===== src/rtl/twi_pkg.sv =====
package twi_pkg;
  localparam int TWI_BYTE_W = 8;
  localparam int TWI_DEV_W  = 7;
  localparam int TWI_PTR_W  = 7;
  localparam int TWI_NREG   = 1 << TWI_PTR_W;

  typedef enum logic [2:0] {
    ST_IDLE, ST_HDR, ST_RADDR, ST_WDATA, ST_ACK, ST_RDATA, ST_MACK
  } twi_st_e;

  // next pointer value after a data byte
  function automatic logic [TWI_PTR_W-1:0] ptr_step(input logic [TWI_PTR_W-1:0] p,
                                                    input logic hold);
    return hold ? p : p + TWI_PTR_W'(1);
  endfunction

  // header byte: device address in bits 7:1, direction in bit 0
  function automatic logic hdr_match(input logic [TWI_BYTE_W-1:0] hb,
                                     input logic [TWI_DEV_W-1:0] dev);
    return hb[TWI_BYTE_W-1:1] == dev;
  endfunction
endpackage


===== src/rtl/twi_line_sync.sv =====
module twi_line_sync #(
  parameter int STAGES = 2
) (
  input  logic clk,
  input  logic rst_n,
  input  logic scl_i,
  input  logic sda_i,
  output logic sda_s,
  output logic scl_rise,
  output logic scl_fall,
  output logic start_det,
  output logic stop_det
);
  logic [STAGES-1:0] scl_ff, sda_ff;
  logic scl_q, sda_q;
  logic scl_s;

  always_ff @(posedge clk or negedge rst_n) begin
    if (!rst_n) begin
      scl_ff <= '1;
      sda_ff <= '1;
      scl_q  <= 1'b1;
      sda_q  <= 1'b1;
    end else begin
      scl_ff <= {scl_ff[STAGES-2:0], scl_i};
      sda_ff <= {sda_ff[STAGES-2:0], sda_i};
      scl_q  <= scl_s;
      sda_q  <= sda_s;
    end
  end

  assign scl_s     = scl_ff[STAGES-1];
  assign sda_s     = sda_ff[STAGES-1];
  assign scl_rise  = scl_s & ~scl_q;
  assign scl_fall  = ~scl_s & scl_q;
  assign start_det = scl_s & scl_q & sda_q & ~sda_s;
  assign stop_det  = scl_s & scl_q & ~sda_q & sda_s;
endmodule


===== src/rtl/twi_reg_ptr.sv =====
module twi_reg_ptr
  import twi_pkg::*;
(
  input  logic                  clk,
  input  logic                  rst_n,
  input  logic                  clr,
  input  logic                  load,
  input  logic [TWI_BYTE_W-1:0] load_byte,
  input  logic                  step,
  output logic [TWI_PTR_W-1:0]  ptr,
  output logic                  hold
);
  always_ff @(posedge clk or negedge rst_n) begin
    if (!rst_n) begin
      ptr  <= '0;
      hold <= 1'b0;
    end else if (clr) begin
      ptr  <= '0;
      hold <= 1'b0;
    end else if (load) begin
      ptr  <= load_byte[TWI_PTR_W-1:0];
      hold <= load_byte[TWI_BYTE_W-1];
    end else if (step) begin
      ptr  <= ptr_step(ptr, hold);
    end
  end
endmodule


===== src/rtl/twi_regslave.sv =====
module twi_regslave
  import twi_pkg::*;
#(
  parameter int                  SYNC_STAGES = 2,
  parameter logic [TWI_NREG-1:0] RO_MASK     = TWI_NREG'(1) << 107
) (
  input  logic                  clk,
  input  logic                  rst_n,
  input  logic                  scl_i,
  input  logic                  sda_i,
  input  logic [TWI_DEV_W-1:0]  dev_addr_i,
  output logic                  sda_drive_low,
  output logic [TWI_PTR_W-1:0]  reg_addr,
  output logic [TWI_BYTE_W-1:0] reg_wdata,
  output logic                  reg_we,
  input  logic [TWI_BYTE_W-1:0] reg_rdata
);
  localparam int BC_W = $clog2(TWI_BYTE_W);
  localparam logic [BC_W-1:0] BC_LAST = BC_W'(TWI_BYTE_W - 1);

  logic sda_s, scl_rise, scl_fall, start_det, stop_det;
  twi_st_e state, ack_next;
  logic [BC_W-1:0] bitcnt;
  logic [TWI_BYTE_W-1:0] shreg;
  logic ack_drv, tx_en, mack_seen, mack_ok;
  logic [TWI_PTR_W-1:0] ptr;
  logic ptr_hold;

  // named internal events
  logic [TWI_BYTE_W-1:0] rx_byte;
  logic last_bit, rx_state, byte_done_rx, raddr_done, wr_byte, rd_byte;

  twi_line_sync #(.STAGES(SYNC_STAGES)) u_sync (
    .clk(clk), .rst_n(rst_n), .scl_i(scl_i), .sda_i(sda_i),
    .sda_s(sda_s), .scl_rise(scl_rise), .scl_fall(scl_fall),
    .start_det(start_det), .stop_det(stop_det)
  );

  assign rx_byte      = {shreg[TWI_BYTE_W-2:0], sda_s};
  assign last_bit     = bitcnt == BC_LAST;
  assign rx_state     = (state == ST_HDR) || (state == ST_RADDR) || (state == ST_WDATA);
  assign byte_done_rx = rx_state && scl_rise && last_bit;
  assign raddr_done   = byte_done_rx && (state == ST_RADDR);
  assign wr_byte      = byte_done_rx && (state == ST_WDATA);
  assign rd_byte      = (state == ST_RDATA) && scl_rise && last_bit;

  twi_reg_ptr u_ptr (
    .clk(clk), .rst_n(rst_n), .clr(stop_det), .load(raddr_done),
    .load_byte(rx_byte), .step(wr_byte || rd_byte),
    .ptr(ptr), .hold(ptr_hold)
  );

  assign reg_addr      = ptr;
  assign reg_wdata     = rx_byte;
  assign reg_we        = wr_byte && !RO_MASK[ptr];
  assign sda_drive_low = ack_drv | (tx_en & ~shreg[TWI_BYTE_W-1]);

  always_ff @(posedge clk or negedge rst_n) begin
    if (!rst_n) begin
      state     <= ST_IDLE;
      ack_next  <= ST_IDLE;
      bitcnt    <= '0;
      shreg     <= '0;
      ack_drv   <= 1'b0;
      tx_en     <= 1'b0;
      mack_seen <= 1'b0;
      mack_ok   <= 1'b0;
    end else if (start_det) begin
      state   <= ST_HDR;
      bitcnt  <= '0;
      ack_drv <= 1'b0;
      tx_en   <= 1'b0;
    end else if (stop_det) begin
      state   <= ST_IDLE;
      bitcnt  <= '0;
      ack_drv <= 1'b0;
      tx_en   <= 1'b0;
    end else begin
      unique case (state)
        ST_HDR, ST_RADDR, ST_WDATA: begin
          if (scl_rise) begin
            shreg  <= rx_byte;
            bitcnt <= bitcnt + BC_W'(1);
            if (last_bit) begin
              if (state != ST_HDR) begin
                state    <= ST_ACK;
                ack_next <= ST_WDATA;
              end else if (hdr_match(rx_byte, dev_addr_i)) begin
                state    <= ST_ACK;
                ack_next <= rx_byte[0] ? ST_RDATA : ST_RADDR;
              end else begin
                state <= ST_IDLE;
              end
            end
          end
        end
        ST_ACK: begin
          if (scl_fall) begin
            if (!ack_drv) begin
              ack_drv <= 1'b1;
            end else begin
              ack_drv <= 1'b0;
              bitcnt  <= '0;
              state   <= ack_next;
              if (ack_next == ST_RDATA) begin
                shreg <= reg_rdata;
                tx_en <= 1'b1;
              end
            end
          end
        end
        ST_RDATA: begin
          if (scl_rise) begin
            bitcnt <= bitcnt + BC_W'(1);
            if (last_bit) begin
              state     <= ST_MACK;
              mack_seen <= 1'b0;
            end
          end else if (scl_fall) begin
            shreg <= {shreg[TWI_BYTE_W-2:0], 1'b0};
          end
        end
        ST_MACK: begin
          if (scl_rise) begin
            mack_seen <= 1'b1;
            mack_ok   <= ~sda_s;
          end else if (scl_fall) begin
            if (!mack_seen) begin
              tx_en <= 1'b0;
            end else if (mack_ok) begin
              shreg  <= reg_rdata;
              tx_en  <= 1'b1;
              bitcnt <= '0;
              state  <= ST_RDATA;
            end else begin
              state <= ST_IDLE;
            end
          end
        end
        default: ;
      endcase
    end
  end
endmodule


===== config.mk =====
export PLATFORM = sky130hd
export DESIGN_NAME = twi_regslave
export DESIGN_NICKNAME = d
export VERILOG_FILES = /design/src/rtl/twi_pkg.sv /design/src/rtl/twi_line_sync.sv /design/src/rtl/twi_reg_ptr.sv /design/src/rtl/twi_regslave.sv
export SDC_FILE = /design/constraint.sdc
export NUM_CORES = 1
export LEC_CHECK = 0
export CAP_MARGIN = 0
export CORE_MARGIN = 2
export CORE_UTILIZATION = 30
export DETAILED_ROUTE_END_ITERATION = 8
export DONT_BUFFER_PORTS = 1
export SLEW_MARGIN = 0
export SYNTH_ARGS = -nofsm -noshare
export SYNTH_HDL_FRONTEND = slang
export SYNTH_SLANG_ARGS = --single-unit
export TNS_END_PERCENT = 50

===== constraint.sdc =====
create_clock -name clk -period 5.4 [get_ports clk]
set_input_delay 1.08 -clock clk [delete_from_list [all_inputs] [get_ports clk]]
set_output_delay 1.08 -clock clk [all_outputs]
set_load 0.005 [all_outputs]

==> out/qor.yml, run 1 <==
min_period_ns: 2.72
critPathArrivalTime_ns: 1.64
syn-instance-count: 217
powerDensity_mw_per_mm2: 466
number_of_antenna_violations_at_the_first_check_in_global_routing: 0
hp-class: "register to register"
most_frequent_standard_cell_in_the_layout_excluding_fill_and_tap_cells: "nand2_1"
hold_ws_ns: 0.355
final_layout_size_suffix_gt1_share_pct: 13.2
post_synth_xor_area_fraction_pct: 6.36
fin_tns_setup_ns: 0
die_height_um: 87.0
sequential_to_total_area_share_from_yosys_stat_pct: 42.8
clock_tree_from_tritoncts: "done"
route.detailed.drc: 0
unrepaired_setup_endpoints_after_global_routing: "false"
drt.antenna.violating_nets: 0
initial_utilization_pct: 30.7
yosys_register_bits: 35
std_cell_rows: 30
post_cts_setup_repair_bufs: 0
netlist_top_cells_area: "dfrtp_1 (35%), dfstp_2 (7.6%), nand2_1 (6.0%), xnor2_1 (5.1%), mux2_2 (4.4%)"
clock-root-buffer: "clkbuf_8"
layout.filler_cells: 693
worstMarginPinSlew_ns: 0.946
post_synth_instance_area_mm2: 0.00207
setup-violations-final: 0
layout_worst_path_cycle_share_pct: 50.4
gr-usage-all-layers_pct: 13.3
diodes_inserted: 0
worst_voltage_drop_across_the_vdd_grid_v: 0.000122
synth_warnings: 0
cts_resized: 0
syn-num-nets: 240
coreArea_mm2: 0.00672
final_core_utilization_pct: 32.3
clockBufferDepth: 2
startpoint_type: "register"
post_synth_fa_ha_maj_area_fraction_pct: 2.42
area.growth.synth_to_final_pct: 4.91
count_of_boundary_i_o_pins: 36
numCtsBuffers: 5
post-synth-top-area-cell: "dfrtp_1"
final_hold_viol_count: 0
post_drt_wl_per_cell_um: 16.2
port_buffers: 0
worstHoldStart: "u_sync.scl_ff[0]"
layout.nets: 227
detailedPlacementHpwl_um: 3350
finalWirelength_um: 4630
crit_path_start: "u_ptr.ptr[0]"
netlist-cell-type-count: 46
layout.cells.most_common_list: "nand2_1 (33), dfrtp_1 (29), nor2_1 (16)"
post_synth_and_or_nand_nor_area_fraction_pct: 21.0
headroom_to_the_max_slew_limit_pct: 36.4
critical_path_required_ns: 4.32
number_of_global_route_vias_before_repair: 1488
finClkSkew_ns: 0.0110
grt_first_pass_wirelength_um: 7760
largest_family_of_logic_cells_by_synthesized_area: "simple AND/OR/NAND/NOR gates"
path_clk_slew_ns: 0.07
detail_route.iter0.violations: 181
worst_skew_pair.late_latency_ns: 0.30
syn-mean-instance-area_um2: 9.52
gr-total-overflow: 0
fraction_of_synthesized_area_in_multiplexers_pct: 6.30
place.gp.congestion: 0.858
detailroute.via_count: 1523
cts.sink_count: 35
worstSetupPathType: "register to output port"
cts_htree_levels: 2
element_type_at_the_critical_path_end: "output port"
final-max-slew-violation-count: 0
chipWidth_um: 87.0
postSynth.topFlopCell: "dfrtp_1"
design.die.area_mm2: 0.00757
peak_clock_frequency_supported_by_timing_mhz: 368
r2r_start: "state[2]"
route.detailed.vias_per_inst: 5.34
synth.top_cell.area_share_pct: 35.1
pin_count_of_the_biggest_net_entering_global_routing: 36
synthArstFlopShare_pct: 100
cts_hold_repair.buffers: 0
synth-edff-count: 0
run_status: "finished clean"
max_capacitance_violation_count: 0
critical_path.max_fanout: 5
first_pass_iteration_count_of_the_detailed_router: 4
total_leakage_power_nw: 0.878
synth_compound_area_share_pct: 14.8
## Yosys cell counts, drive strengths merged, types with 6 or more instances
cell	number
a211oi	9
a21oi	8
buf	12
clkbuf	8
dfrtp	29
dfstp	6
mux2	8
nand2	33
nor2	16
o21ai	8
xnor2	12
## layer usage
metal | wire (um) | vias up | GRT usage [%]
li1 | - | 740 | -
met1 | 2140 | 721 | 19.1
met2 | 2040 | 56 | 18.7
met3 | 365 | 6 | 3.70
met4 | 87 | 0 | 5.26
met5 | 0 | - | 0
## through the flow
stage	power, W	instances	cell area [um2]	setup WS, ns
after floorplan	0.000737	217	2070	3.08
after global placement	0.000772	277	2060	2.99
after detailed placement	0.000780	277	2060	2.97
after CTS	0.00102	285	2170	2.65
after global routing	0.00109	285	2170	2.58
final	0.00101	285	2170	2.68
## critical path, cell delays in order (launching register included)
cell and delay (ns):
dfrtp_1 0.45, ha_1 0.25, ha_1 0.17, and4b_1 0.18
a211oi_1 0.30
## cell families after synthesis
family	Yosys count
compound gates	41
xor+xnor	15
fa+ha+maj	4
buf+inv	26
flops	35
mux	12
simple gates	84
## registers in the layout, indices dropped and copies added (netlist names)
name / flops
shreg: 8
u_ptr.hold: 1
tx_en: 1
ack_next: 3
u_sync.scl_q: 1
mack_seen: 1
u_ptr.ptr: 7
u_sync.scl_ff: 2
u_sync.sda_q: 1
mack_ok: 1
ack_drv: 1
u_sync.sda_ff: 2
bitcnt: 3
state: 3
## worst paths after layout
check	end	slack, ns	cells past startpoint
worst max-delay path	reg_we	2.68	4
worst min-delay path	u_sync.scl_ff[1]	0.36	0
worst max register to register	bitcnt[0]	2.98	5
worst min register to register	u_sync.scl_ff[1]	0.36	0
max in group asynchronous	u_sync.sda_q	4.74	0
min in group asynchronous	u_ptr.ptr[1]	0.47	0
## where the power goes
group | switching [W] | leakage [nW] | total (W) | internal [W]
registers | 0.000118 | 0.438 | 0.000442 | 0.000324
clock network | 0.0000985 | 0.0514 | 0.000236 | 0.000138
logic | 0.000168 | 0.389 | 0.000333 | 0.000165
total | 0.000384 | 0.878 | 0.00101 | 0.000627
## layout make-up
cell class | instances | area, um2 | share of cell area (%)
Clock buffer | 6 | 72.6 | 3.35
Clock inverter | 2 | 37.5 | 1.73
Inverter | 6 | 22.5 | 1.04
Multi-Input combinational cell | 156 | 1050 | 48.5
Sequential cell | 35 | 883 | 40.8
Tap cell | 80 | 100 | 4.62
No activity file was read; power rests on OpenSTA's default activity.
==> run 2, diff against run 1 <==
Clock period 5.4 ns to 2.8 ns, I/O delays scaled along.
==> run 2 against run 1 <==
  * Flip-flop and latch count unchanged
  * Utilization up 0.63 points
  * Global-route usage down 0.056 points
  * Routed wire length up 0.67%
  * Largest cell class unchanged
  * Highest routed layer unchanged
==> out/qor.yml, run 2 (synthesis gave the netlist of run 1 again) <==
layout_worst_path_cycle_share_pct: 80.2
clockBufferDepth: 2  # unchanged
element_type_at_the_critical_path_end: "register"
place.gp.congestion: 0.851  # -0.78%
chipWidth_um: 87.0  # unchanged
top_regs: "shreg x8, u_ptr.ptr x7"
count_of_boundary_i_o_pins: 36  # unchanged
postLayoutSetupSlackWorst_ns: 0.554  # -2.13 ns
number_of_antenna_violations_at_the_first_check_in_global_routing: 0  # unchanged
startpoint_type: "register"
critical-path-slowest-cell: "a2111oi_4"
powerDensity_mw_per_mm2: 891  # +91%
dp_cells: 280  # +1.1%
min_period_ns: 2.25
cts_htree_levels: 2  # unchanged
detail_route.iter0.violations: 96  # -47%
route.detailed.drc: 0  # unchanged
worstSetupPathType: "register to register"
hold_ws_ns: 0.0831  # -0.272 ns
drt.antenna.violating_nets: 0  # unchanged
gr-total-overflow: 0  # unchanged
power_switching_w: 0.000740  # +93%
number_of_global_route_vias_before_repair: 1571  # +5.6%
detailroute.via_count: 1554  # +2.0%
die_height_um: 87.0  # unchanged
final_layout_size_suffix_gt1_share_pct: 14.8  # +1.7 points
clock_network_power_share_pct: 23.1  # -0.3 points
cts.sink_count: 35  # unchanged
critical_path_required_ns: 2.98  # -1.34 ns
grt_first_pass_wirelength_um: 7760  # unchanged
peak_clock_frequency_supported_by_timing_mhz: 445
critPathArrivalTime_ns: 2.42  # +0.78 ns
final-instance-count-excl-fill: 289  # +1.4%
headroom_to_the_max_slew_limit_pct: 58.7  # +22 points
comb_pwr_share_pct: 34.0  # +1.0 points
final-max-slew-violation-count: 0  # unchanged
first_pass_iteration_count_of_the_detailed_router: 4  # unchanged
port_buffers: 0  # unchanged
finClkSkew_ns: 0.00887  # -0.00215 ns
worst_skew_pair.late_latency_ns: 0.29  # about the same
cp_slowest_stage_delay_ns: 0.67  # +0.22 ns
place_ws_ns: 0.570  # -2.40 ns
route.detailed.vias_per_inst: 5.38  # +0.62%
most_frequent_standard_cell_in_the_layout_excluding_fill_and_tap_cells: "nand2_1"
numCtsBuffers: 5  # unchanged
critical_path.max_fanout: 16  # +11
critical_path.n_buffers_inverters: 0  # unchanged
clock-root-buffer: "clkbuf_8"
layout.nets: 231  # +1.8%
finalWirelength_um: 4660  # +0.67%
initial_utilization_pct: 30.7  # unchanged
clock_tree_from_tritoncts: "done"
design.die.area_mm2: 0.00757  # unchanged
final_hold_viol_count: 0  # unchanged
coreArea_mm2: 0.00672  # unchanged
setup-violations-final: 0  # unchanged
pint_w: 0.00123  # +96%
top_register: "shreg"
power.switching_fraction_pct: 37.6  # -0.40 points
path_clk_slew_ns: 0.08  # about the same
largest_register_ffs: 8  # unchanged
crit_path_start: "state[1]"
post_drt_wl_per_cell_um: 16.1  # -0.72%
gr-usage-all-layers_pct: 13.2  # -0.056 points
worstMarginPinSlew_ns: 0.619  # -0.327 ns
layout.cells.most_common_list: "nand2_1 (33), dfrtp_1 (29), nor2_1 (16)"
max_capacitance_violation_count: 0  # unchanged
worst_voltage_drop_across_the_vdd_grid_v: 0.000240  # +96%
cpLargestDelayFamily: "compound AO/OA/AOI/OAI gates"
unrepaired_setup_endpoints_after_global_routing: "false"
run_status: "finished clean"
pin_count_of_the_biggest_net_entering_global_routing: 30  # -17%
hp-class: "input pin to async pin"
power.share.sequential_pct: 42.9  # -0.8 points
total_leakage_power_nw: 0.903  # +2.8%
std_cell_rows: 30  # unchanged
detailedPlacementHpwl_um: 3380  # +0.86%
cp_cell_sequence: "nor2_1 -> nand2_1 -> nand4b_1 -> a2111oi_4 -> mux2_2"
r2r_start: "state[1]"
fin_tns_setup_ns: 0  # unchanged
layout.filler_cells: 667  # -3.8%
area.growth.synth_to_final_pct: 6.97
diodes_inserted: 0  # unchanged
-- run 2: cell count changes in the layout (fill, tap and decap cells not counted) --
cell    before  now
buf_4        0    3
buf_12       0    1
-- run 2: power groups by stage --
stage	Clock [W]	Sequential, W	Combinational, W
floorplan	0	0.000721	0.000700
global placement	0	0.000854	0.000657
detailed placement	0	0.000855	0.000662
CTS	0.000465	0.000847	0.000677
global route	0.000489	0.000873	0.000759
finish	0.000454	0.000845	0.000669
-- run 2: path summary, 6_finish.rpt --
| kind | endpoint | slack, ns | cells past startpoint |
|---|---|---|---|
| min reg2reg | u_sync.sda_ff[1] | 0.36 | 0 |
| min in group clk | u_sync.scl_ff[0] | 0.26 | 0 |
| min | u_ptr.ptr[1] | 0.08 | 1 |
| max | shreg[2] | 0.55 | 5 |
| max in group asynchronous | shreg[3] | 2.54 | 1 |
| max reg2reg | shreg[2] | 0.55 | 5 |
-- run 2: repair_timing --
action	in CTS	in global routing
setup buffers	0	0
hold endpoints to repair	29	0
hold buffers	1	0
resized for setup	0	0
-- run 2: through the flow --
step | instance area [um2] | util [%] | total power [W]
2_1_floorplan | 2070 | - | 0.00142
3_3_place_gp | 2080 | 30.9 | 0.00151
3_5_place_dp | 2080 | 30.9 | 0.00152
4_1_cts | 2210 | 32.9 | 0.00199
5_1_grt | 2210 | 32.9 | 0.00212
6_report | 2210 | 32.9 | 0.00197
-- run 2: final cells by class --
type / count / area (um2) / share of cell area, %
Tap cell: 80 / 100 / 4.53
Inverter: 6 / 22.5 / 1.02
Clock inverter: 2 / 37.5 / 1.70
Timing Repair Buffer: 4 / 42.5 / 1.93
Sequential cell: 35 / 883 / 40.0
Multi-Input combinational cell: 156 / 1050 / 47.6
Clock buffer: 6 / 72.6 / 3.28
-- run 2: layer usage --
metal	track usage, %	part of all wire (%)	vias up
li1	-	-	744
met1	16.9	45	754
met2	20.3	46	45
met3	4.08	5.9	11
met4	6.25	3.0	0
met5	0	0	-
==> run 3, diff against run 2 <==
Clock period 2.8 ns to 2.29 ns, I/O delays scaled along.
==> run 3 against run 2 <==
  * Global-route usage down 0.19 points
  * Worst setup slack worse by 0.37 ns
  * Non-clock buffer count grew 6
  * Critical path depth fell by 1
  * Sequential power increased by 18%
==> out/qor.yml, run 3 (synthesis gave the netlist of run 1 again) <==
run_status: "finished clean"
min_period_ns: 2.11
detail_route.iter0.violations: 127  # +32%
top_register: "shreg"
clockBufferDepth: 2  # unchanged
route.detailed.vias_per_inst: 5.39  # +0.17%
worstMarginPinSlew_ns: 0.516  # -0.103 ns
pint_w: 0.00154  # +25%
detailroute.via_count: 1589  # +2.3%
worstReg2RegEnd: "shreg[3]"
cts_resized: 0  # unchanged
drt.antenna.violating_nets: 0  # unchanged
coreArea_mm2: 0.00672  # unchanged
path_clk_slew_ns: 0.08  # about the same
layout.nets: 237  # +2.6%
met1Wirelength_um: 2130  # +2.2%
regArea_um2: 883  # unchanged
detailedPlacementHpwl_um: 3370  # -0.22%
setup-violations-final: 0  # unchanged
worstSetupPathType: "register to output port"
worst_voltage_drop_across_the_vdd_grid_v: 0.000296  # +24%
diodes_inserted: 0  # unchanged
final-max-slew-violation-count: 0  # unchanged
power.share.sequential_pct: 40.8  # -2.1 points
headroom_to_the_max_slew_limit_pct: 65.3  # +6.6 points
layout.cells.most_common_list: "nand2_1 (33), dfrtp_1 (29), nor2_1 (16)"
startpoint_type: "register"
layout.filler_cells: 673  # +0.90%
top_layer_used: "met4"
post_cts_setup_repair_bufs: 0  # unchanged
route.detailed.drc: 0  # unchanged
initial_utilization_pct: 30.7  # unchanged
gr-usage-all-layers_pct: 13.0  # -0.19 points
finClkSkew_ns: 0.0160  # +0.00709 ns
largest_register_ffs: 8  # unchanged
element_type_at_the_critical_path_end: "output port"
chipWidth_um: 87.0  # unchanged
cts.sink_count: 35  # unchanged
clock-root-buffer: "clkbuf_8"
pin_count_of_the_biggest_net_entering_global_routing: 30  # unchanged
unrepaired_setup_endpoints_after_global_routing: "false"
multi_input_area_mm2: 0.00105  # unchanged
std_cell_rows: 30  # unchanged
gr-total-overflow: 0  # unchanged
most_frequent_standard_cell_in_the_layout_excluding_fill_and_tap_cells: "nand2_1"
design.die.area_mm2: 0.00757  # unchanged
number_of_global_route_vias_before_repair: 1492  # -5.0%
critical_path.max_fanout: 5  # -11
comb_pwr_share_pct: 37.0  # +3.0 points
top_regs: "shreg x8, u_ptr.ptr x7"
wl_met3_um: 350  # +28%
final_layout_size_suffix_gt1_share_pct: 16.7  # +1.9 points
r2r_cells: 5  # unchanged
power.switching_fraction_pct: 37.3  # -0.30 points
area.growth.synth_to_final_pct: 9.27
clock_network_power_share_pct: 22.2  # -0.9 points
critical_path_required_ns: 1.83  # -1.15 ns
worst_skew_pair.late_latency_ns: 0.29  # about the same
power_switching_w: 0.000915  # +24%
powerDensity_mw_per_mm2: 1090  # +22%
number_of_antenna_violations_at_the_first_check_in_global_routing: 0  # unchanged
post_drt_wl_per_cell_um: 15.8  # -1.9%
final_hold_viol_count: 0  # unchanged
met2_wirelength_um: 2130  # -1.4%
clock_tree_from_tritoncts: "done"
peak_clock_frequency_supported_by_timing_mhz: 474
hp-class: "input pin to async pin"
total_power_w: 0.00245  # +25%
die_height_um: 87.0  # unchanged
total_leakage_power_nw: 0.932  # +3.3%
finalWirelength_um: 4670  # +0.11%
fin_tns_setup_ns: 0  # unchanged
grt_first_pass_wirelength_um: 7580  # -2.4%
layout_worst_path_cycle_share_pct: 92.0
hold_ws_ns: 0.0167  # -0.0664 ns
place.gp.congestion: 0.894  # +5.1%
max_capacitance_violation_count: 0  # unchanged
cts_htree_levels: 2  # unchanged
r2r_setup_slack_ns: 0.26  # -0.29 ns
first_pass_iteration_count_of_the_detailed_router: 4  # unchanged
numCtsBuffers: 5  # unchanged
crit_path_start: "u_ptr.ptr[0]"
critPathArrivalTime_ns: 1.65  # -0.77 ns
port_buffers: 0  # unchanged
count_of_boundary_i_o_pins: 36  # unchanged
r2r_start: "u_sync.scl_ff[1]"
-- run 3: cell types whose count changed in the layout (fill, tap and decap cells not counted), sizes merged --
cell / previous run / this run
buf: 4 / 9
dlygate4sd3: 0 / 1
-- run 3: area by class of cell --
| class | count | area share (%) |
|---|---|---|
| clock buffers | 6 | 3.22 |
| multi-input cells | 156 | 46.6 |
| flip-flops and latches | 35 | 39.1 |
| well taps | 80 | 4.43 |
| clock inverters | 2 | 1.66 |
| repair buffers | 10 | 3.99 |
| inverters | 6 | 0.998 |
-- run 3: layer usage --
layer | GRT usage, % | vias to the layer above
met3 | 4.08 | 6
met4 | 5.26 | 0
met1 | 17.3 | 763
met5 | 0 | -
met2 | 19.7 | 60
li1 | - | 760
-- run 3: per-stage QoR --
stage / util [%] / std cells / instance area, um2 / setup slack, ns
4_1_cts: 33.6 / 295 / 2260 / 0.152
6_report: 33.6 / 295 / 2260 / 0.182
5_1_grt: 33.6 / 295 / 2260 / 0.0924
3_3_place_gp: 31.5 / 285 / 2120 / 0.273
3_5_place_dp: 31.5 / 285 / 2120 / 0.272
2_1_floorplan: - / 217 / 2070 / 0.274
-- run 3: worst max path at each step --
stage / endpoint / slack, ns / cells past startpoint
6_report: reg_we / 0.18 / 4
5_1_grt: reg_we / 0.09 / 4
4_1_cts: reg_we / 0.15 / 4
3_5_place_dp: shreg[3] / 0.27 / 5
3_3_place_gp: shreg[2] / 0.27 / 5
2_1_floorplan: shreg[0] / 0.27 / 5
-- run 3: power groups by stage --
stage          Combinational [W]  Clock (W)  Sequential [W]
4_1_cts                 0.000909   0.000559         0.00100
3_3_place_gp            0.000879          0         0.00101
6_report                0.000907   0.000545        0.000999
3_5_place_dp            0.000887          0         0.00101
2_1_floorplan           0.000856          0        0.000881
5_1_grt                  0.00101   0.000586         0.00103
-- run 3: timing repair --
action                                  4_1_cts  5_1_grt
endpoints found under the setup margin        0        0
hold buffers                                  2        0
endpoints found under the hold margin        29        0
-- run 3: critical path, stage by stage, from the launching register on --
cell      delay, ns
dfrtp_1        0.45
ha_1           0.24
ha_1           0.17
and4b_1        0.18
a211oi_1       0.31
